### src/rtl/spi_regport_pkg.sv
package spi_regport_pkg;

  localparam int BYTE_W = 8;
  localparam int ADDR_W = 6;
  localparam int CNT_W  = $clog2(BYTE_W);

  typedef enum logic [1:0] {
    ST_ADDR  = 2'd0,
    ST_WRITE = 2'd1,
    ST_READ  = 2'd2
  } xfer_state_t;

  // register address field of an address byte: bits 6:1
  function automatic logic [ADDR_W-1:0] addr_field(input logic [BYTE_W-1:0] b);
    return b[ADDR_W:1];
  endfunction

  // mode bit: 1 selects read
  function automatic logic mode_is_read(input logic [BYTE_W-1:0] b);
    return b[BYTE_W-1];
  endfunction

  // a write address byte is honoured only when its low bit is clear
  function automatic logic write_legal(input logic [BYTE_W-1:0] b);
    return ~b[0];
  endfunction

endpackage

### src/rtl/spi_regport_sync.sv
module spi_regport_sync #(
  parameter int          WIDTH  = 3,
  parameter int          STAGES = 2,
  parameter logic [WIDTH-1:0] RST_VAL = '0
) (
  input  logic             clk,
  input  logic             rst_n,
  input  logic [WIDTH-1:0] din,
  output logic [WIDTH-1:0] dout
);

  logic [WIDTH-1:0] pipe [STAGES];

  always_ff @(posedge clk or negedge rst_n) begin
    if (!rst_n) begin
      for (int i = 0; i < STAGES; i++) pipe[i] <= RST_VAL;
    end else begin
      pipe[0] <= din;
      for (int i = 1; i < STAGES; i++) pipe[i] <= pipe[i-1];
    end
  end

  assign dout = pipe[STAGES-1];

endmodule

### src/rtl/spi_regport_shift.sv
module spi_regport_shift
  import spi_regport_pkg::*;
(
  input  logic              clk,
  input  logic              rst_n,
  input  logic              sck_s,
  input  logic              cs_act,
  input  logic              mosi_s,
  input  logic              load,
  input  logic [BYTE_W-1:0] load_data,
  output logic              sck_rise,
  output logic              sck_fall,
  output logic              byte_vld,
  output logic [BYTE_W-1:0] byte_q,
  output logic              miso
);

  logic              sck_d;
  logic [CNT_W-1:0]  bit_cnt;
  logic [BYTE_W-2:0] rx_sh;
  logic [BYTE_W-1:0] tx_sh;

  assign sck_rise = sck_s & ~sck_d;
  assign sck_fall = ~sck_s & sck_d;
  assign miso     = tx_sh[BYTE_W-1];

  always_ff @(posedge clk or negedge rst_n) begin
    if (!rst_n) begin
      sck_d    <= 1'b0;
      bit_cnt  <= '0;
      rx_sh    <= '0;
      tx_sh    <= '0;
      byte_vld <= 1'b0;
      byte_q   <= '0;
    end else begin
      sck_d    <= sck_s;
      byte_vld <= 1'b0;
      if (!cs_act) begin
        // chip select high: drop any partial byte and idle MISO low
        bit_cnt <= '0;
        rx_sh   <= '0;
        tx_sh   <= '0;
      end else begin
        if (sck_rise) begin
          rx_sh   <= {rx_sh[BYTE_W-3:0], mosi_s};
          bit_cnt <= bit_cnt + CNT_W'(1);
          if (bit_cnt == CNT_W'(BYTE_W-1)) begin
            byte_vld <= 1'b1;
            byte_q   <= {rx_sh, mosi_s};
          end
        end
        // the falling edge at a byte boundary must not consume the new MSB
        if (load)
          tx_sh <= load_data;
        else if (sck_fall && bit_cnt != '0)
          tx_sh <= {tx_sh[BYTE_W-2:0], 1'b0};
      end
    end
  end

endmodule

### src/rtl/spi_regport_ctrl.sv
module spi_regport_ctrl
  import spi_regport_pkg::*;
(
  input  logic              clk,
  input  logic              rst_n,
  input  logic              cs_act,
  input  logic              byte_vld,
  input  logic [BYTE_W-1:0] byte_q,
  output logic              wr_en,
  output logic [ADDR_W-1:0] wr_addr,
  output logic [BYTE_W-1:0] wr_data,
  output logic              rd_en,
  output logic [ADDR_W-1:0] rd_addr,
  output logic              wr_armed
);

  xfer_state_t state;

  always_ff @(posedge clk or negedge rst_n) begin
    if (!rst_n) begin
      state    <= ST_ADDR;
      wr_en    <= 1'b0;
      wr_addr  <= '0;
      wr_data  <= '0;
      rd_en    <= 1'b0;
      rd_addr  <= '0;
      wr_armed <= 1'b0;
    end else begin
      wr_en <= 1'b0;
      rd_en <= 1'b0;
      if (byte_vld) begin
        unique case (state)
          ST_ADDR: begin
            if (mode_is_read(byte_q)) begin
              rd_en   <= 1'b1;
              rd_addr <= addr_field(byte_q);
              state   <= ST_READ;
            end else begin
              wr_addr  <= addr_field(byte_q);
              wr_armed <= write_legal(byte_q);
              state    <= ST_WRITE;
            end
          end
          ST_WRITE: begin
            if (wr_armed) begin
              wr_en   <= 1'b1;
              wr_data <= byte_q;
            end
          end
          ST_READ: begin
            rd_en   <= 1'b1;
            rd_addr <= addr_field(byte_q);
          end
          default: state <= ST_ADDR;
        endcase
      end else if (!cs_act) begin
        state    <= ST_ADDR;
        wr_armed <= 1'b0;
      end
    end
  end

endmodule

### src/rtl/spi_regport.sv
module spi_regport
  import spi_regport_pkg::*;
#(
  parameter int SYNC_STAGES = 2
) (
  input  logic              clk,
  input  logic              rst_n,
  input  logic              spi_sck,
  input  logic              spi_cs_n,
  input  logic              spi_mosi,
  output logic              spi_miso,
  output logic              reg_wr_en,
  output logic [ADDR_W-1:0] reg_wr_addr,
  output logic [BYTE_W-1:0] reg_wr_data,
  output logic              reg_rd_en,
  output logic [ADDR_W-1:0] reg_rd_addr,
  input  logic [BYTE_W-1:0] reg_rd_data
);

  localparam int PIN_W = 3;

  logic [PIN_W-1:0]  pins_s;
  logic              sck_s, cs_n_s, mosi_s, cs_act;
  logic              sck_rise, sck_fall, byte_vld, wr_armed;
  logic [BYTE_W-1:0] byte_q;

  spi_regport_sync #(
    .WIDTH   (PIN_W),
    .STAGES  (SYNC_STAGES),
    .RST_VAL (3'b100)
  ) u_sync (
    .clk   (clk),
    .rst_n (rst_n),
    .din   ({spi_cs_n, spi_mosi, spi_sck}),
    .dout  (pins_s)
  );

  assign {cs_n_s, mosi_s, sck_s} = pins_s;
  assign cs_act = ~cs_n_s;

  spi_regport_shift u_shift (
    .clk       (clk),
    .rst_n     (rst_n),
    .sck_s     (sck_s),
    .cs_act    (cs_act),
    .mosi_s    (mosi_s),
    .load      (reg_rd_en),
    .load_data (reg_rd_data),
    .sck_rise  (sck_rise),
    .sck_fall  (sck_fall),
    .byte_vld  (byte_vld),
    .byte_q    (byte_q),
    .miso      (spi_miso)
  );

  spi_regport_ctrl u_ctrl (
    .clk      (clk),
    .rst_n    (rst_n),
    .cs_act   (cs_act),
    .byte_vld (byte_vld),
    .byte_q   (byte_q),
    .wr_en    (reg_wr_en),
    .wr_addr  (reg_wr_addr),
    .wr_data  (reg_wr_data),
    .rd_en    (reg_rd_en),
    .rd_addr  (reg_rd_addr),
    .wr_armed (wr_armed)
  );

endmodule

### config.mk
export PLATFORM = sky130hd
export DESIGN_NAME = spi_regport
export DESIGN_NICKNAME = d
export VERILOG_FILES = /design/src/rtl/spi_regport_pkg.sv /design/src/rtl/spi_regport_sync.sv /design/src/rtl/spi_regport_shift.sv /design/src/rtl/spi_regport_ctrl.sv /design/src/rtl/spi_regport.sv
export SDC_FILE = /design/constraint.sdc
export NUM_CORES = 1
export LEC_CHECK = 0
export BUFFER_PORTS_ARGS = -buffer_cell sky130_fd_sc_hd__buf_2
export CAP_MARGIN = 30
export CORE_MARGIN = 10
export CORE_UTILIZATION = 60
export CTS_CLUSTER_SIZE = 8
export DETAILED_ROUTE_END_ITERATION = 8
export PLACE_DENSITY = 0.83
export SYNTH_ARGS = -nofsm -noshare
export SYNTH_HDL_FRONTEND = slang
export SYNTH_SLANG_ARGS = --single-unit
### constraint.sdc
create_clock -name clk -period 3.7 [get_ports clk]
set_input_delay 0.185 -clock clk [delete_from_list [all_inputs] [get_ports clk]]
set_output_delay 0.185 -clock clk [all_outputs]
set_load 0.02 [all_outputs]
-- Word level (Yosys, flattened, before mapping)
Index checks and enable logic that the tools add are counted.
- bits in registers: 59
- output and inout bits: 23
- logic and storage cells: 70
- bits of input ports: 13
- eq/ne operators: 7
- add/sub/neg operators: 1
- bitwise operators: 7
- muxes and demuxes: 26
- reductions and logical operators: 14
- operators by type and width (operator ; count):
    8-bit two-way mux ; 3
    3-bit AND reduction ; 5
    7-bit two-way mux ; 2
    1-bit two-way mux ; 12
    6-bit case mux with 2 select lines ; 1
    2-bit two-way mux ; 3
    3-bit two-way mux ; 2
    6-bit two-way mux ; 1
    2-bit != test, second input constant ; 3
    2-bit nonzero test ; 3
    3-bit nonzero test ; 2
    1-bit inverter ; 5
    2-bit case mux with 2 select lines ; 1
    3-bit by 1-bit adder with 3-bit output, second input constant ; 1
    3-bit equality test, second input constant ; 1
    1-bit AND ; 2
    2-bit by 1-bit equality test with 1-bit output, second input constant ; 1
    2-bit equality test, second input constant ; 1
    2-bit zero test ; 1
    2-bit by 1-bit != test with 1-bit output, second input constant ; 1
    1-bit case mux with 2 select lines ; 1
    2-bit AND reduction ; 1
    2-bit OR reduction ; 1
    1-bit logical AND ; 1

-- Depth between registers and ports, before layout
Gate-level depths: netlist of run 1.
- depth after elaboration: 6
- mapped depth: 6
- depth with buffers taken out: 5

-- Hierarchy
From an unflattened synthesis of run 1, not the netlist that was laid out.
- cells, all modules: 191
- area total of the unflattened synthesis: 2478.6 µm²
- by module, submodules not included (module ; cells each ; times used ; area an instance (µm²) ; sequential area each (µm²)):
    spi_regport_shift ; 108 ; 1 ; 1253.7 ; 700.7
    spi_regport_ctrl ; 73 ; 1 ; 1046.0 ; 625.6
    spi_regport_sync ; 9 ; 1 ; 175.2 ; 152.6
    spi_regport ; 1 ; 1 ; 3.8 ; 0.0

-- Worst setup path before layout of run 1
Ideal clock, no wire load.
- kind: reg2reg
- from: register u_ctrl.state[1]
- to: register u_ctrl.rd_addr[0]
- data required time: 3575 ps
- library setup time: 125 ps
- buffers on the path: 0
- cell stages (with the launch flop): 6
- clock period less this slack: 1597 ps
- path slack: 2103 ps
- arrival time: 1472 ps
- cell sequence: dfrtp_1 -> inv_1 -> ha_1 -> mux2_2 -> nand2_1 -> mux2_2
- word-level cells in the longest chain between the ends: 3
- elaborated cells between the ends (all ways): 6
- those cells by class: eq/ne (2); mux (1); reduce/logical (3)
- ends and longest elaborated chain (element ; RTL line ; source):
    start, declared ; spi_regport_ctrl.sv:17 ; xfer_state_t state;
    start signal, assigned ; spi_regport_ctrl.sv:21 ; state <= ST_ADDR;
    start signal, assigned ; spi_regport_ctrl.sv:37 ; state <= ST_READ;
    start signal, assigned ; spi_regport_ctrl.sv:41 ; state <= ST_WRITE;
    2-bit equality test or 2-bit zero test (tied branches) ; spi_regport_ctrl.sv:32 ; unique case (state)
    2-bit nonzero test (no line) or 2-bit != test (tied branches) ; n/a ;
    3-bit AND reduction (no line) ; n/a ;
    end signal, assigned ; spi_regport_ctrl.sv:36 ; rd_addr <= addr_field(byte_q);
    end signal, assigned ; spi_regport_ctrl.sv:52 ; rd_addr <= addr_field(byte_q);
    end, declared ; spi_regport_ctrl.sv:13 ; output logic [ADDR_W-1:0] rd_addr,
Several ways; a longest one is shown, not always the timed one.
A chain may end at the register's enable or synchronous reset.

-- Worst setup path after layout of run 1
- from: register u_sync.pipe, in the netlist u_sync.dout[2]
- to: register u_shift.tx_sh[5]
- word-level cells in the longest chain between the ends: 1
- elaborated cells between the ends (all ways): 2
- those cells by class: mux (1); reduce/logical (1)
- ends and longest elaborated chain (element ; RTL line ; source):
    start, declared ; spi_regport_sync.sv:12 ; logic [WIDTH-1:0] pipe [STAGES];
    3-bit nonzero test (no line) or 8-bit two-way mux (tied branches) ; n/a ;
    end signal, assigned ; spi_regport_shift.sv:54 ; tx_sh <= load_data;
    end signal, assigned ; spi_regport_shift.sv:56 ; tx_sh <= {tx_sh[BYTE_W-2:0], 1'b0};
    end, declared ; spi_regport_shift.sv:21 ; logic [BYTE_W-1:0] tx_sh;
Several ways; a longest one is shown, not always the timed one.

==> impl_metrics.yaml, run 1 <==
power:
  p_leak_nw: 1.47
  power.density_nw_per_um2: 415
  ir_drop_v: 0.000278
final_layout:
  multi_input_area_um2: 885
  diodes: 0
  postLayoutCellArea_um2: 2850
  layout_commonest_cell: "dfrtp_1"
  regArea_um2: 1480
  fillers: 266
  final_nets: 249
  stdcell_count: 284
  synthToLayoutAreaGrowth_pct: 16.8
  drive_gt1_share_pct: 38.0
  mostFrequentLayoutCells: "57 x dfrtp_1, 35 x buf_2, 29 x mux2_2, 24 x nand2_1, 13 x a21oi_1"
timing:
  slew_violations: 0
  relSlewSlack_pct: 57.0
  timing.fmax_ghz: 0.556
  setup_viol: 0
  worst_clock_skew_ns: 0.00821
  hold_slack_ns: 0.108
  period_minus_slack_ns: 1.80
  tns_ns: 0
  finalCritPeriodShare_pct: 48.6
  worst_pin_slew_ns: 0.644
  timing_hold_violations_final: 0
  rsz0062_at_grt: "no"
worst_setup_path:
  crit_path_cell_trace: "a311o_1, mux2_4"
  worstSetupEndpointType: "flip-flop"
  critPathTopFamily: "flip-flops"
  cp_slowest_cell: "dfstp_2"
  path_class: "flip-flop to flip-flop"
  cp_max_fo: 22
  timing.critical_path.buf_inv: 0
  startpoint_type: "flip-flop"
  arrival_ns: 2.01
  max_stage_delay_ns: 0.78
  crit_required_ns: 3.91
clocking:
  post_cts_resized: 0
  clk_pin_slew_ns: 0.06
  htree_levels: 3
  tritoncts: "yes"
  clock_sinks: 59
  ctsLongestPathBuffers: 2
  cts_buffers: 9
  cts-root-buf: "clkbuf_8"
  insertion_delay_ns: 0.33
route:
  drt_iter0_markers: 46
  viasPerCell: 5.26
  wl_per_cell_um: 15.0
  drc: 0
  antenna_left: 0
  wl_mm: 4.27
  num_vias: 1494
  first_pass_iters: 4
global_route:
  first_global_vias: 1550
  overflow: 0
  grt_max_degree: 41
  antenna_found_initial: 0
  grt_pass1_wl_mm: 7.47
  grt_usage_pct: 13.2
synth:
  synth-seq-area-share_pct: 60.7
  synth_cell_types: 25
  yosysWarnings: 0
  avgSynthCellArea_um2: 13.2
  synth_cells: 185
  ys_ff_latch: 59
  synth.net_count: 205
  syn-cell-area_um2: 2440
run:
  drv_cap: 0
placement:
  place_congestion: 0.724
  placed_area_um2: 2640
  numPortBuffers: 35
  placed_cells: 264
  dpl.hpwl_mm: 2.95
floorplanning:
  fp-row-count: 23
  ioPinCount: 36
  die_w_um: 83.7
  initial_utilization_pct: 61.4
  fp.dieH_um: 83.7
  coreArea_um2: 3970
  die_area_um2: 7010
min_path:
  min_path_type: "primary input to flip-flop"
status:
  status: "finished, final reports clean"
-- metal layers --
layer | GRT usage [%] | wire [um] | part of all wire [%]
met4 | 5.18 | 48 | 1.1
met3 | 7.62 | 252 | 5.9
met2 | 19.7 | 2020 | 47
met5 | 0 | 0 | 0
met1 | 15.2 | 1940 | 46
-- cell usage after synthesis --
cell / n / share of area (%)
a311o_1: 1 / 0.41
clkbuf_1: 3 / 0.46
nor2_1: 8 / 1.2
ha_1: 7 / 3.6
inv_1: 7 / 1.1
buf_2: 2 / 0.41
mux2_4: 7 / 4.3
nand2_1: 24 / 3.7
clkbuf_4: 1 / 0.31
nor3b_1: 1 / 0.31
nand3b_1: 2 / 0.62
nand2b_1: 2 / 0.51
nand3_1: 1 / 0.21
dfstp_2: 2 / 2.2
or2_2: 1 / 0.26
buf_6: 1 / 0.46
dfrtp_1: 57 / 59
mux2_2: 29 / 13
a21oi_1: 13 / 2.7
nand4bb_1: 1 / 0.46
o21ai_0: 3 / 0.62
mux2i_1: 7 / 2.9
a22o_1: 1 / 0.36
nor2b_1: 3 / 0.77
buf_4: 1 / 0.31
-- worst min-delay path: stages --
cell and delay, ns:
buf_2 0.08, nand3b_1 0.06, o21ai_0 0.08
-- state kept, by name (all words and copies together), names as in the netlist, 6 cells and up --
signal,count
u_ctrl.rd_addr,6
u_ctrl.wr_addr,6
u_ctrl.wr_data,8
u_shift.byte_q,8
u_shift.rx_sh,7
u_shift.tx_sh,8
-- worst paths after layout --
check                      depth (start not counted)                     start  slack (ns)                            end
min reg2reg                                        0  u_sync.pipe[4]$_DFF_PN0_        0.35       u_sync.dout[1]$_DFF_PN0_
max reg2reg                                        2  u_sync.dout[2]$_DFF_PN1_        1.90   u_shift.tx_sh[5]$_DFFE_PN0P_
max in group asynchronous                          3                     rst_n        2.50       u_sync.pipe[5]$_DFF_PN1_
max                                                2  u_sync.dout[2]$_DFF_PN1_        1.90   u_shift.tx_sh[5]$_DFFE_PN0P_
min                                                3            reg_rd_data[0]        0.11   u_shift.tx_sh[0]$_DFFE_PN0P_
min in group asynchronous                          2                     rst_n        0.32  u_ctrl.rd_addr[4]$_DFFE_PN0P_
-- per-stage QoR --
stage	setup slack [ns]	util (%)	total power, mW
final	1.90	71.7	1.18
after global routing	1.85	71.7	1.23
after CTS	1.92	71.7	1.19
after detailed placement	1.93	66.5	0.705
after global placement	1.98	66.5	0.704
after floorplan	2.10	-	0.684
-- logic make-up after synthesis --
kind of cell	count (synthesis)	share of synthesized area, %
buf+inv	15	3.03
simple gates	43	8.06
flops	59	60.7
mux	43	20.6
compound gates	18	4.06
fa+ha+maj	7	3.59
-- cell type report --
type                       count  area share (%)
sequential                    59            52.0
multi-input combinational    111            31.1
timing repair buffer          41            8.09
clock buffer                  13            5.23
tap                           50            2.20
inverter                       7           0.923
clock inverter                 3           0.527
-- timing repair --
action                                  in CTS  in global routing
endpoints found under the setup margin       0                  0
buffers inserted                             0                  0
hold buffers                                 4                  0
hold endpoints to repair                    22                  0
-- where the power goes --
part / switching, mW / internal, mW
clock: 0.226 / 0.258
sequential: 0.00657 / 0.652
combinational: 0.0231 / 0.0137
total: 0.256 / 0.924
(Power assumes the default switching activity.)
==> inputs of run 2 (changes only) <==
--- a/config.mk
+++ b/config.mk
@@ -8,10 +8,10 @@
 export BUFFER_PORTS_ARGS = -buffer_cell sky130_fd_sc_hd__buf_2
 export CAP_MARGIN = 30
 export CORE_MARGIN = 10
-export CORE_UTILIZATION = 60
+export CORE_UTILIZATION = 50
 export CTS_CLUSTER_SIZE = 8
 export DETAILED_ROUTE_END_ITERATION = 8
-export PLACE_DENSITY = 0.83
+export PLACE_DENSITY = 0.74
 export SYNTH_ARGS = -nofsm -noshare
 export SYNTH_HDL_FRONTEND = slang
 export SYNTH_SLANG_ARGS = --single-unit
==> constraint.sdc (replaced) <==
create_clock -name clk -period 1.6 [get_ports clk]
set_input_delay 0.08 -clock clk [delete_from_list [all_inputs] [get_ports clk]]
set_output_delay 0.08 -clock clk [all_outputs]
set_load 0.02 [all_outputs]
==> run 2 against run 1 <==
  * The run now ends with negative setup slack left
  * Sequential cell count is the same
  * Fmax grew 11%
  * Cell count grew 14%
  * Combinational power grew to 3.6 times the previous value
  * Total power grew to 2.5 times the previous value
  * Critical path depth grew 3
  * Cell area grew 11%
  * Worst hold slack gained 0.025 ns
  * First-iteration DRC count grew 96%
  * Die area grew 15%
  * Critical endpoint is now u_shift.tx_sh[4]$_DFFE_PN0P_
  * Largest cell class unchanged
==> impl_metrics.yaml, run 2 (synthesized netlist as in run 1, its figures left out) <==
status:
  status: "complete, but fails checks"
  violations: "negative setup slack"
power:
  power.density_nw_per_um2: 935
  ir_drop_v: 0.000640
  p_leak_nw: 1.62
final_layout:
  largestRegisters: "u_ctrl.wr_data x8, u_shift.byte_q x8, u_shift.tx_sh x8"
  diodes: 0
  mostFrequentLayoutCells: "57 x dfrtp_1, 35 x buf_2, 22 x nand2_1, 22 x mux2_2, 20 x buf_4"
  drive_gt1_share_pct: 46.9
  postLayoutCoreUtil_pct: 66.9
  stdcell_count: 323
  synthToLayoutAreaGrowth_pct: 29.6
  layout_commonest_cell: "dfrtp_1"
  final_nets: 271
global_route:
  grt_max_degree: 46
  overflow: 0
  grt_usage_pct: 12.4
  met1_usage_pct: 15.0
  antenna_found_initial: 0
  busiest_layer: "met2"
  first_global_vias: 1656
  grtUsageMet3_pct: 5.07
  grt_pass1_wl_mm: 8.04
  gr-usage-met2_pct: 18.6
clocking:
  cts-root-buf: "clkbuf_8"
  cts_buffers: 9
  ctsLongestPathBuffers: 2
  insertion_delay_ns: 0.33
  htree_levels: 3
  clk_pin_slew_ns: 0.06
  tritoncts: "yes"
  clock_sinks: 59
min_path:
  min_path_type: "primary input to flip-flop"
placement:
  numPortBuffers: 35
  dpl.hpwl_mm: 3.10
  place_congestion: 0.752
  placed_cells: 292
worst_setup_path:
  arrival_ns: 1.83
  crit_required_ns: 1.81
  path_class: "flip-flop to flip-flop"
  cp_max_fo: 8
  worstSetupEndpointType: "flip-flop"
  startpoint_type: "flip-flop"
floorplanning:
  initial_utilization_pct: 51.6
  die_area_um2: 8070
  ioPinCount: 36
  fp.dieH_um: 89.8
  fp-row-count: 25
  die_w_um: 89.8
  coreArea_um2: 4720
route:
  antenna_left: 0
  viasPerCell: 4.90
  drc: 0
  first_pass_iters: 5
  wl_mm: 4.86
  num_vias: 1582
  drt_iter0_markers: 90
  wl_per_cell_um: 15.0
timing:
  hold_slack_ns: 0.133
  setup_ws_ns: -0.0148
  slew_violations: 0
  relSlewSlack_pct: 74.6
  worst_clock_skew_ns: 0.00844
  setup_viol: 13
  period_minus_slack_ns: 1.61
  timing_hold_violations_final: 0
  finalCritPeriodShare_pct: 101
  worst_pin_slew_ns: 0.381
  timing.fmax_ghz: 0.619
  rsz0062_at_grt: "yes"
run:
  drv_cap: 0
-- run 2: worst max-delay path: stages, from the launching register on --
cell      delay, ns
dfrtp_1        0.40
inv_2          0.07
ha_2           0.15
nand2b_1       0.05
a311o_2        0.48
mux2_4         0.33
-- run 2: final cells by class --
class                           instances  area [um^2]
Clock buffer                           14          153
Clock inverter                          2         35.0
Fill cell                             339         1570
Inverter                                7         26.3
Multi-Input combinational cell        111          963
Sequential cell                        59         1480
Tap cell                               67         83.8
Timing Repair Buffer                   63          418
-- run 2: report_power, final --
part | internal, mW | leakage (nW) | total [mW] | switching [mW]
logic | 0.0602 | 0.718 | 0.131 | 0.0705
clock network | 0.762 | 0.0947 | 1.30 | 0.542
registers | 1.51 | 0.805 | 1.52 | 0.00963
-- run 2: layer usage --
| layer | vias to the layer above | part of all wire (%) |
|---|---|---|
| met4 | 0 | 1.5 |
| li1 | 757 | - |
| met5 | - | 0 |
| met2 | 28 | 49 |
| met1 | 790 | 45 |
| met3 | 7 | 4.3 |
-- run 2: path summary, 6_finish.rpt --
check | endpoint | cells past startpoint | startpoint | slack, ns
min | u_shift.tx_sh[2]$_DFFE_PN0P_ | 4 | reg_rd_data[2] | 0.13
max in group asynchronous | u_sync.dout[2]$_DFF_PN1_ | 3 | rst_n | 0.79
min reg2reg | u_sync.dout[1]$_DFF_PN0_ | 0 | u_sync.pipe[4]$_DFF_PN0_ | 0.35
max reg2reg | u_shift.tx_sh[4]$_DFFE_PN0P_ | 5 | u_shift.bit_cnt[0]$_DFFE_PN0P_ | -0.01
max | u_shift.tx_sh[4]$_DFFE_PN0P_ | 5 | u_shift.bit_cnt[0]$_DFFE_PN0P_ | -0.01
min in group asynchronous | u_ctrl.wr_data[6]$_DFFE_PN0P_ | 2 | rst_n | 0.19
-- run 2: per-stage QoR --
| step | power, mW | setup WS [ns] | area [um^2] | setup TNS, ns |
|---|---|---|---|---|
| 2_1_floorplan | 1.58 | 0.00310 | 2440 | 0 |
| 3_3_place_gp | 1.64 | -0.0683 | 2760 | -0.694 |
| 3_5_place_dp | 1.64 | -0.147 | 2760 | -1.49 |
| 4_1_cts | 2.98 | -0.00615 | 3090 | -0.00979 |
| 5_1_grt | 3.08 | -0.0865 | 3160 | -1.13 |
| 6_report | 2.95 | -0.0148 | 3160 | -0.0792 |
-- run 2: repair_timing --
action | in CTS | in global routing
buffers inserted | 9 | 0
endpoints found under the setup margin | 13 | 22
pin swaps | 2 | 1
cloned | 0 | 1
resized for setup | 9 | 17
hold buffers | 5 | 0
hold endpoints to repair | 18 | 0
